--- src/rtl/dsk_sw_pkg.sv ---
package dsk_sw_pkg;

    localparam int NUM_PHASES = 4;
    localparam int OFF_W      = 4;

    typedef struct packed {
        logic [NUM_PHASES-1:0] phase;
        logic                  motor;
        logic                  drive2;
        logic                  q6;
        logic                  q7;
    } sw_state_t;

    typedef enum logic [1:0] {
        MODE_READ  = 2'b00,
        MODE_SENSE = 2'b01,
        MODE_SHIFT = 2'b10,
        MODE_LOAD  = 2'b11
    } io_mode_t;

    localparam sw_state_t SW_RESET = '0;

    function automatic io_mode_t mode_of(input sw_state_t s);
        return io_mode_t'({s.q7, s.q6});
    endfunction

    // Bits 3..1 of the offset pick a latch, bit 0 is its new value.
    function automatic sw_state_t apply_switch(input sw_state_t s,
                                               input logic [OFF_W-1:0] off);
        sw_state_t n;
        n = s;
        unique case (off[3:1])
            3'd0, 3'd1, 3'd2, 3'd3: n.phase[off[2:1]] = off[0];
            3'd4:                   n.motor           = off[0];
            3'd5:                   n.drive2          = off[0];
            3'd6:                   n.q6              = off[0];
            default:                n.q7              = off[0];
        endcase
        return n;
    endfunction

endpackage

--- src/rtl/dsk_sw_window.sv ---
module dsk_sw_window #(
    parameter int                ADDR_W = 16,
    parameter int                SLOT_W = 3,
    parameter logic [ADDR_W-1:0] BASE   = 16'hC080
) (
    input  logic              bus_sel,
    input  logic [ADDR_W-1:0] bus_addr,
    input  logic [SLOT_W-1:0] slot_i,
    output logic              hit,
    output logic [3:0]        off
);
    localparam int HI_W = ADDR_W - 4;
    localparam logic [HI_W-1:0] BASE_HI = BASE[ADDR_W-1:4];

    logic [HI_W-1:0] win_hi;

    always_comb begin
        win_hi = BASE_HI + HI_W'(slot_i);
        hit    = bus_sel && (slot_i != '0) && (bus_addr[ADDR_W-1:4] == win_hi);
        off    = bus_addr[3:0];
    end
endmodule

--- src/rtl/dsk_sw_latches.sv ---
module dsk_sw_latches
    import dsk_sw_pkg::*;
#(
    parameter int DATA_W = 8
) (
    input  logic              clk,
    input  logic              rst,
    input  logic              hit,
    input  logic [3:0]        off,
    input  logic              we,
    input  logic [DATA_W-1:0] wdata,
    output sw_state_t         state,
    output logic [DATA_W-1:0] wr_byte
);
    sw_state_t nxt;

    always_comb nxt = apply_switch(state, off);

    always_ff @(posedge clk) begin
        if (rst) begin
            state   <= SW_RESET;
            wr_byte <= '0;
        end else if (hit) begin
            state <= nxt;
            if (we && mode_of(nxt) == MODE_LOAD)
                wr_byte <= wdata;
        end
    end


    idle_hold_chk: assert property (@(posedge clk) disable iff (rst)
        !hit |=> ($stable(state) && $stable(wr_byte)));


    single_latch_chk: assert property (@(posedge clk) disable iff (rst)
        hit |=> ($countones(state ^ $past(state)) <= 1));


    load_gate_chk: assert property (@(posedge clk) disable iff (rst)
        !(hit && we) |=> $stable(wr_byte));
endmodule

--- src/rtl/dsk_sw_rdmux.sv ---
module dsk_sw_rdmux
    import dsk_sw_pkg::*;
#(
    parameter int DATA_W = 8
) (
    input  sw_state_t         state,
    input  logic              hit,
    input  logic [DATA_W-1:0] rd_latch,
    input  logic              wp,
    output logic [DATA_W-1:0] rdata
);
    always_comb begin
        rdata = '0;
        if (hit) begin
            case (mode_of(state))
                MODE_READ:  rdata = rd_latch;
                MODE_SENSE: rdata = {wp, {(DATA_W-1){1'b0}}};
                default:    rdata = '0;
            endcase
        end
    end
endmodule

--- src/rtl/dsk_sw_decoder.sv ---
module dsk_sw_decoder
    import dsk_sw_pkg::*;
#(
    parameter int                ADDR_W = 16,
    parameter int                SLOT_W = 3,
    parameter int                DATA_W = 8,
    parameter logic [ADDR_W-1:0] BASE   = 16'hC080
) (
    input  logic                  clk,
    input  logic                  rst,
    input  logic [SLOT_W-1:0]     slot_i,
    input  logic                  bus_sel,
    input  logic [ADDR_W-1:0]     bus_addr,
    input  logic                  bus_we,
    input  logic [DATA_W-1:0]     bus_wdata,
    output logic [DATA_W-1:0]     bus_rdata,
    input  logic [DATA_W-1:0]     rd_latch_i,
    input  logic                  wp_i,
    output logic [NUM_PHASES-1:0] phase_o,
    output logic                  motor_o,
    output logic                  drive2_o,
    output logic [1:0]            drv_en_o,
    output logic                  q6_o,
    output logic                  q7_o,
    output logic [DATA_W-1:0]     wr_byte_o
);
    logic      hit;
    logic [3:0] off;
    sw_state_t state;

    dsk_sw_window #(.ADDR_W(ADDR_W), .SLOT_W(SLOT_W), .BASE(BASE)) u_window (
        .bus_sel (bus_sel),
        .bus_addr(bus_addr),
        .slot_i  (slot_i),
        .hit     (hit),
        .off     (off)
    );

    dsk_sw_latches #(.DATA_W(DATA_W)) u_latches (
        .clk    (clk),
        .rst    (rst),
        .hit    (hit),
        .off    (off),
        .we     (bus_we),
        .wdata  (bus_wdata),
        .state  (state),
        .wr_byte(wr_byte_o)
    );

    dsk_sw_rdmux #(.DATA_W(DATA_W)) u_rdmux (
        .state   (state),
        .hit     (hit),
        .rd_latch(rd_latch_i),
        .wp      (wp_i),
        .rdata   (bus_rdata)
    );

    always_comb begin
        phase_o  = state.phase;
        motor_o  = state.motor;
        drive2_o = state.drive2;
        q6_o     = state.q6;
        q7_o     = state.q7;
        drv_en_o = {state.motor & state.drive2, state.motor & ~state.drive2};
    end


    drive_excl_chk: assert property (@(posedge clk) disable iff (rst)
        $onehot0(drv_en_o) && (motor_o || drv_en_o == 2'b00));


    idle_rdata_chk: assert property (@(posedge clk) disable iff (rst)
        (!bus_sel || q7_o) |-> (bus_rdata == '0));


    reset_clear_chk: assert property (@(posedge clk)
        rst |=> (phase_o == '0 && !motor_o && !drive2_o && !q6_o && !q7_o));
endmodule

--- config.mk ---
export PLATFORM = sky130hd
export DESIGN_NAME = dsk_sw_decoder
export DESIGN_NICKNAME = d
export VERILOG_FILES = /design/src/rtl/dsk_sw_pkg.sv /design/src/rtl/dsk_sw_window.sv /design/src/rtl/dsk_sw_latches.sv /design/src/rtl/dsk_sw_rdmux.sv /design/src/rtl/dsk_sw_decoder.sv
export SDC_FILE = /design/constraint.sdc
export NUM_CORES = 1
export LEC_CHECK = 0
export BUFFER_PORTS_ARGS = -buffer_cell sky130_fd_sc_hd__buf_4
export CORE_UTILIZATION = 44
export DETAILED_ROUTE_END_ITERATION = 16
export GPL_TIMING_DRIVEN = 0
export PLACE_DENSITY = 0.87
export REMOVE_ABC_BUFFERS = 1
export SYNTH_ARGS = -nofsm -noshare
export SYNTH_HDL_FRONTEND = slang
export SYNTH_SLANG_ARGS = --single-unit
--- constraint.sdc ---
create_clock -name clk -period 8.39 [get_ports clk]
set_input_delay 2.517 -clock clk [delete_from_list [all_inputs] [get_ports clk]]
set_output_delay 2.517 -clock clk [all_outputs]
set_load 0.01 [all_outputs]
==> results by group, run 1 <==
Clocking
  • Number of buffers added to fix hold violations after cts: 0
  • Setup Buffers After CTS: 0
  • Maximum buffer depth of the clock tree: 2
  • TritonCTS Sinks: 16
  • Number of buffers inserted during clock tree synthesis: 3
  • Skew-Pair Late Insertion Delay: 0.28 ns
  • PostCTS Resize Cnt: 0
  • TritonCTS clock tree: built
  • H-tree depth reported by CTS: 1
  • Clock tree root driver cell: clkbuf_4
  • Clock transition at the registers of the reported paths: 0.09 ns

Timing
  • Setup skew after layout: 0.001094 ns
  • Share of the clock period used by the worst path after layout: 81.01%
  • Max Fclk: 0.1471 GHz
  • Final hold violation count: 0
  • Setup TNS: 0 ns
  • Finish-stage setup viols: 0
  • Hold Slack: 0.4812 ns
  • Max transition margin: 56.36%
  • Fin crit period: 6.797 ns
  • RSZ-0062 raised after global routing: false
  • Final count of pins violating max slew: 0
  • Slew at the pin closest to its max-slew limit: 0.6546 ns

Placed design
  • Input/output buffers: 65
  • Final HPWL DP: 1.866 mm
  • Placer Congestion: 0.6330

Yosys
  • Average cell area after synthesis: 10.06 um2
  • Cell type contributing the most total cell area after synthesis: dfxtp_1
  • Yosys warning total: 0
  • Area share of the largest cell type after synthesis: 32.82%
  • Part of the Yosys area used for sequential elements: 32.82%
  • Cells taking the most area after synthesis: dfxtp_1 33%, mux2i_1 15%, or2b_2 13%
  • Post-synthesis instance area: 975.9 um2
  • Total of flip-flops plus latches after synthesis: 16
  • Number of distinct library cell variants in the gate-level netlist after synthesis: 28
  • Number of cells produced by synthesis: 97

Floorplanning
  • Std-Cell Core Area: 0.002022 mm2
  • Count of boundary I/O pins: 66
  • Die height: 49.10 um
  • Starting density of the core: 48.27%
  • Count of standard-cell rows: 16
  • Die area: 0.002410 mm2
  • Width of the die: 49.10 um

Global routing
  • Total gr overflow: 0
  • Vias in the first global route: 956
  • Antenna violations before repair: 0
  • Wire length of the first global-routing pass: 3.788 mm
  • Pin count of the biggest net entering global routing: 26
  • Global Route Usage Sum: 19.75%

Worst setup path
  • Largest driver fanout on the critical path: 13
  • Nature of the critical path startpoint: input pin
  • Required @ worst endpoint: 5.87 ns
  • CP endpoint kind: output pin
  • Worst endpoint data arrival time: 4.28 ns
  • Critical path type: in2out
  • Logic depth of the worst register-to-register path: 4

Drt
  • Via density: 5.005
  • Residual DRC count: 0
  • Number of iterations in the first detailed-routing pass: 3
  • Drt first-iter violations: 3
  • Routed wire per std cell: 12.09 um
  • Total number of vias: 946
  • Routed wire length: 2.285 mm
  • Post-DRT Antenna Nets: 0

Pwr
  • Peak ir drop on the vdd network: 0.08860 mV
  • Cell Pwr Density: 93.06 mW/mm2
  • Static leakage: 0.6552 nW

Layout
  • Nets@finish: 204
  • Layout overhead on the synthesized area: 53.33%
  • Share of layout cells above drive strength 1: 56.79%
  • ANT cells: 0

Run status
  • Outcome: completed

Hold path
  • Worst hold path stage count: 2
  • Worst hold-check path type: reg2reg

Flow run
  • Max Cap Viol: 0
==> through the flow <==
stage	instance area, um2	total power, mW	worst slack [ns]	std cells	util (%)
floorplan	952.2	0.08417	1.992	94	-
global placement	1474	0.1010	1.652	186	72.90
detailed placement	1474	0.1019	1.600	186	72.90
CTS	1496	0.1401	1.601	189	74.01
global route	1496	0.1461	1.428	189	74.01
finish	1496	0.1393	1.593	189	74.01
==> state kept, by name, summed over array words and instances, names as in the netlist <==
signal and cells:
u_latches.state 8, u_latches.wr_byte 8
==> cell families (layout without fill, tap and decap cells) <==
family | after synthesis | after routing | synth area share, %
DFF | 16 | 16 | 32.82
buffers and inverters | 3 | 68 | 2.436
AOI/OAI and AO/OA | 6 | 6 | 5.384
and+or+nand+nor | 53 | 53 | 39.87
xor gates and xnor gates | 2 | 2 | 1.795
muxes | 17 | 17 | 17.69
==> synth_stat cells <==
cell type	instances
nor3_1	1
nor2_2	1
o2111ai_2	1
o31ai_1	2
nor2b_1	3
nor4_1	3
and3_2	1
nand2_1	3
dfxtp_1	16
nand2b_1	8
clkbuf_1	1
nor2_1	1
nor4b_1	1
or3b_1	1
mux2_2	2
and2_1	8
dlygate4sd1_1	1
nor3_2	1
a211oi_2	1
nor4b_2	2
or2b_2	14
nand3b_1	2
and4bb_2	1
o21ai_0	2
nand3_1	2
mux2i_1	15
buf_6	1
xnor2_1	2
==> placed cells by master, fill, tap and decap left out, types with 3 or more instances in the layout <==
cell      Yosys  final
and2_1        8      8
mux2i_1      15     15
nand2b_1      8      8
clkbuf_4      0      3
buf_4         0     65
nand2_1       3      3
dfxtp_1      16     16
nor4_1        3      3
or2b_2       14     14
nor2b_1       3      3
==> final timing paths <==
check	to	slack, ns	from
worst max-delay path	bus_rdata[2]	1.59	slot_i[2]
worst min-delay path	u_latches.state[6]	0.48	u_latches.state[6]
worst max register to register	u_latches.wr_byte[3]	6.93	u_latches.state[1]
worst min register to register	u_latches.state[6]	0.48	u_latches.state[6]
==> worst max-delay path: stages <==
cell and delay (ns):
buf_4 0.12, or3b_1 0.38, a211oi_2 0.21, o2111ai_2 0.36, nor3_2 0.38, and2_1 0.19, buf_4 0.12
==> layout make-up <==
cell class	count	area, um2
timing repair buffer	65	488.0
multi-input combinational	78	631.9
tap	27	33.78
sequential	16	320.3
clock buffer	3	22.52
fill	155	525.5
==> routing by layer <==
metal  share of wire (%)  vias up  GRT usage, %  wire [um]
li1                    -      469             -          -
met1                  37      418         17.56        837
met2                  52       54         40.87       1183
met3                  10        5         4.984        233
met4                 1.3        0         7.353         30
met5                   0        -             0          0
==> report_power, final <==
group | internal, mW | switching [mW] | total, mW
Combinational | 0.0160 | 0.00800 | 0.0240
Clock | 0.0167 | 0.0228 | 0.0394
Sequential | 0.0759 | 0.000000448 | 0.0759
Total | 0.108 | 0.0308 | 0.139
No activity file was read; power rests on OpenSTA's default activity.
==> run 2, diff against run 1 <==
--- a/config.mk
+++ b/config.mk
@@ -6,10 +6,10 @@
 export NUM_CORES = 1
 export LEC_CHECK = 0
 export BUFFER_PORTS_ARGS = -buffer_cell sky130_fd_sc_hd__buf_4
-export CORE_UTILIZATION = 44
+export CORE_UTILIZATION = 37
 export DETAILED_ROUTE_END_ITERATION = 16
 export GPL_TIMING_DRIVEN = 0
-export PLACE_DENSITY = 0.87
+export PLACE_DENSITY = 0.78
 export REMOVE_ABC_BUFFERS = 1
 export SYNTH_ARGS = -nofsm -noshare
 export SYNTH_HDL_FRONTEND = slang
==> constraint.sdc (replaced) <==
create_clock -name clk -period 6.2 [get_ports clk]
set_input_delay 1.86 -clock clk [delete_from_list [all_inputs] [get_ports clk]]
set_output_delay 1.86 -clock clk [all_outputs]
set_load 0.01 [all_outputs]
==> run 2 against run 1 <==
  * Critical path depth unchanged
  * Total power rose by 47%
  * Final cell count increased by 2.1%
  * Largest power group unchanged
  * Hold slack gained 0.0022 ns
  * Critical endpoint is now bus_rdata[6]
  * Largest cell class unchanged
==> results by group, run 2 (synthesis results as in run 1) <==
Run status
  • Outcome: completed

Layout
  • Registers with the highest flip-flop counts: u_latches.state x8, u_latches.wr_byte x8
  • Fill cell instance count of the final layout: 226 (+46%)
  • Count of placed standard cells in the final layout, fillers left out: 193 (+2.1%)
  • Commonest non-fill, non-tap cell in the layout: buf_4
  • Highest-count cells in the layout ignoring fill and taps: 65 x buf_4, 16 x dfxtp_1, 15 x mux2i_1, 14 x or2b_2
  • Layout overhead on the synthesized area: 55.13%
  • ANT cells: 0 (unchanged)
  • Finished layout cell area: 0.001514 mm2 (+1.2%)
  • Share of layout cells above drive strength 1: 57.06% (+0.27 points)
  • Nets@finish: 204 (unchanged)

Global routing
  • Antenna violations before repair: 0 (unchanged)
  • Pin count of the biggest net entering global routing: 26 (unchanged)
  • Global Route Usage Sum: 16.11% (-3.6 points)
  • Vias in the first global route: 876 (-8.4%)
  • Wire length of the first global-routing pass: 3.381 mm (-11%)
  • Total gr overflow: 0 (unchanged)

Clocking
  • Setup Buffers After CTS: 0 (unchanged)
  • PostCTS Resize Cnt: 0 (unchanged)
  • Number of buffers added to fix hold violations after cts: 0 (unchanged)
  • Skew-Pair Late Insertion Delay: 0.29 ns (about the same)
  • Number of buffers inserted during clock tree synthesis: 3 (unchanged)
  • TritonCTS clock tree: built
  • H-tree depth reported by CTS: 1 (unchanged)
  • Clock tree root driver cell: clkbuf_4
  • Clock transition at the registers of the reported paths: 0.10 ns (about the same)
  • TritonCTS Sinks: 16 (unchanged)
  • Maximum buffer depth of the clock tree: 2 (unchanged)

Timing
  • Max Fclk: 0.1836 GHz
  • Finish-stage setup viols: 0 (unchanged)
  • Setup skew after layout: 0.002380 ns (+0.001286 ns)
  • Final count of pins violating max slew: 0 (unchanged)
  • Slew at the pin closest to its max-slew limit: 0.6458 ns (-0.008827 ns)
  • Final hold violation count: 0 (unchanged)
  • RSZ-0062 raised after global routing: false
  • Share of the clock period used by the worst path after layout: 87.86%
  • Fin crit period: 5.447 ns
  • Setup TNS: 0 ns (unchanged)
  • Max transition margin: 56.95% (+0.59 points)

Drt
  • Routed wire length: 2.206 mm (-3.5%)
  • Met3 wire length: 282 um (+21%)
  • Residual DRC count: 0 (unchanged)
  • Detail Route met2 WL: 1.039 mm (-12%)
  • Drt first-iter violations: 3 (unchanged)
  • Via density: 4.907 (-2.0%)
  • Met1 layer wirelength in the final routing: 873 um (+4.3%)
  • Highest routing layer actually used: met4
  • Number of iterations in the first detailed-routing pass: 2 (-1)
  • Post-DRT Antenna Nets: 0 (unchanged)
  • Routed wire per std cell: 11.43 um (-5.5%)
  • Total number of vias: 947 (+0.11%)

Placed design
  • Placer Congestion: 0.6946 (+9.7%)
  • Final HPWL DP: 1.761 mm (-5.6%)
  • Total placed instance area: 0.001478 mm2 (+0.26%)
  • Number of placed instances, taps included: 189 (+1.6%)
  • Input/output buffers: 65 (unchanged)

Floorplanning
  • Count of boundary I/O pins: 66 (unchanged)
  • Die height: 53.36 um (+8.7%)
  • Die area: 0.002847 mm2 (+18%)
  • Width of the die: 53.36 um (+8.7%)
  • Std-Cell Core Area: 0.002477 mm2 (+23%)
  • Starting density of the core: 39.39% (-8.9 points)
  • Count of standard-cell rows: 18 (+2)

Worst setup path
  • End of the worst register-to-register path: u_latches.wr_byte[6]
  • CP endpoint kind: output pin
  • Largest driver fanout on the critical path: 13 (unchanged)
  • Required @ worst endpoint: 4.34 ns (-1.53 ns)
  • Source of the critical timing path: slot_i[2]
  • Critical path type: in2out
  • Worst endpoint data arrival time: 3.59 ns (-0.69 ns)
  • Crit path to: bus_rdata[6]
  • Critical register-to-register path startpoint: u_latches.state[1]
  • Logic depth of the worst register-to-register path: 4 (unchanged)
  • Nature of the critical path startpoint: input pin
  • Minimum setup slack among reg-to-reg paths: 4.78 ns (-2.15 ns)

Pwr
  • Power after layout: 0.2047 mW (+47%)
  • Peak ir drop on the vdd network: 0.1240 mV (+40%)
  • Cell Pwr Density: 135.2 mW/mm2 (+45%)
  • Static leakage: 0.6624 nW (+1.1%)

Hold path
  • Worst hold-check path type: reg2reg

Flow run
  • Max Cap Viol: 0 (unchanged)
-- run 2: cell types whose count changed in the layout (fill, tap and decap cells not counted) --
| cell | before | now |
|---|---|---|
| clkbuf_8 | 0 | 1 |
-- run 2: how the worst min path moves through the flow --
stage	from	end	slack, ns	cells after the start
6_report	u_latches.state[7]	u_latches.state[7]	0.48	2
5_1_grt	u_latches.wr_byte[5]	u_latches.wr_byte[5]	0.51	2
4_1_cts	u_latches.state[7]	u_latches.state[7]	0.49	2
3_5_place_dp	u_latches.state[7]	u_latches.state[7]	0.47	2
3_3_place_gp	u_latches.state[4]	u_latches.state[4]	0.46	2
2_1_floorplan	u_latches.state[4]	u_latches.state[4]	0.49	2
-- run 2: power by group --
part	total (mW)	switching [mW]	leakage (nW)	internal (mW)
logic	0.0323	0.0107	0.513	0.0216
registers	0.103	0.000000591	0.129	0.103
clock network	0.0697	0.0340	0.0210	0.0358
total	0.205	0.0447	0.662	0.160
-- run 2: per-layer routing --
layer	vias up	GRT usage, %
met4	0	5.263
met3	2	4.023
met5	-	0
met2	55	30.00
met1	418	17.29
li1	472	-
-- run 2: stage by stage --
step	hold WS, ns	utilization (%)	setup slack (ns)
floorplan	0.4919	-	1.116
global placement	0.4608	59.65	0.7518
detailed placement	0.4693	59.65	0.7234
CTS	0.4882	61.11	0.7213
global route	0.5121	61.11	0.5885
finish	0.4834	61.11	0.7526
-- run 2: critical path, stage by stage --
cell and delay [ns]:
buf_4 0.12, or3b_1 0.38, a211oi_2 0.21, o2111ai_2 0.35, nor3_2 0.37, and2_1 0.18, buf_4 0.11
-- run 2: cell type report --
type | instances | area, um2 | share of cell area [%]
clock buffers | 4 | 36.28 | 2.397
repair buffers | 65 | 488.0 | 32.23
flip-flops and latches | 16 | 320.3 | 21.16
multi-input cells | 78 | 631.9 | 41.74
well taps | 30 | 37.54 | 2.479
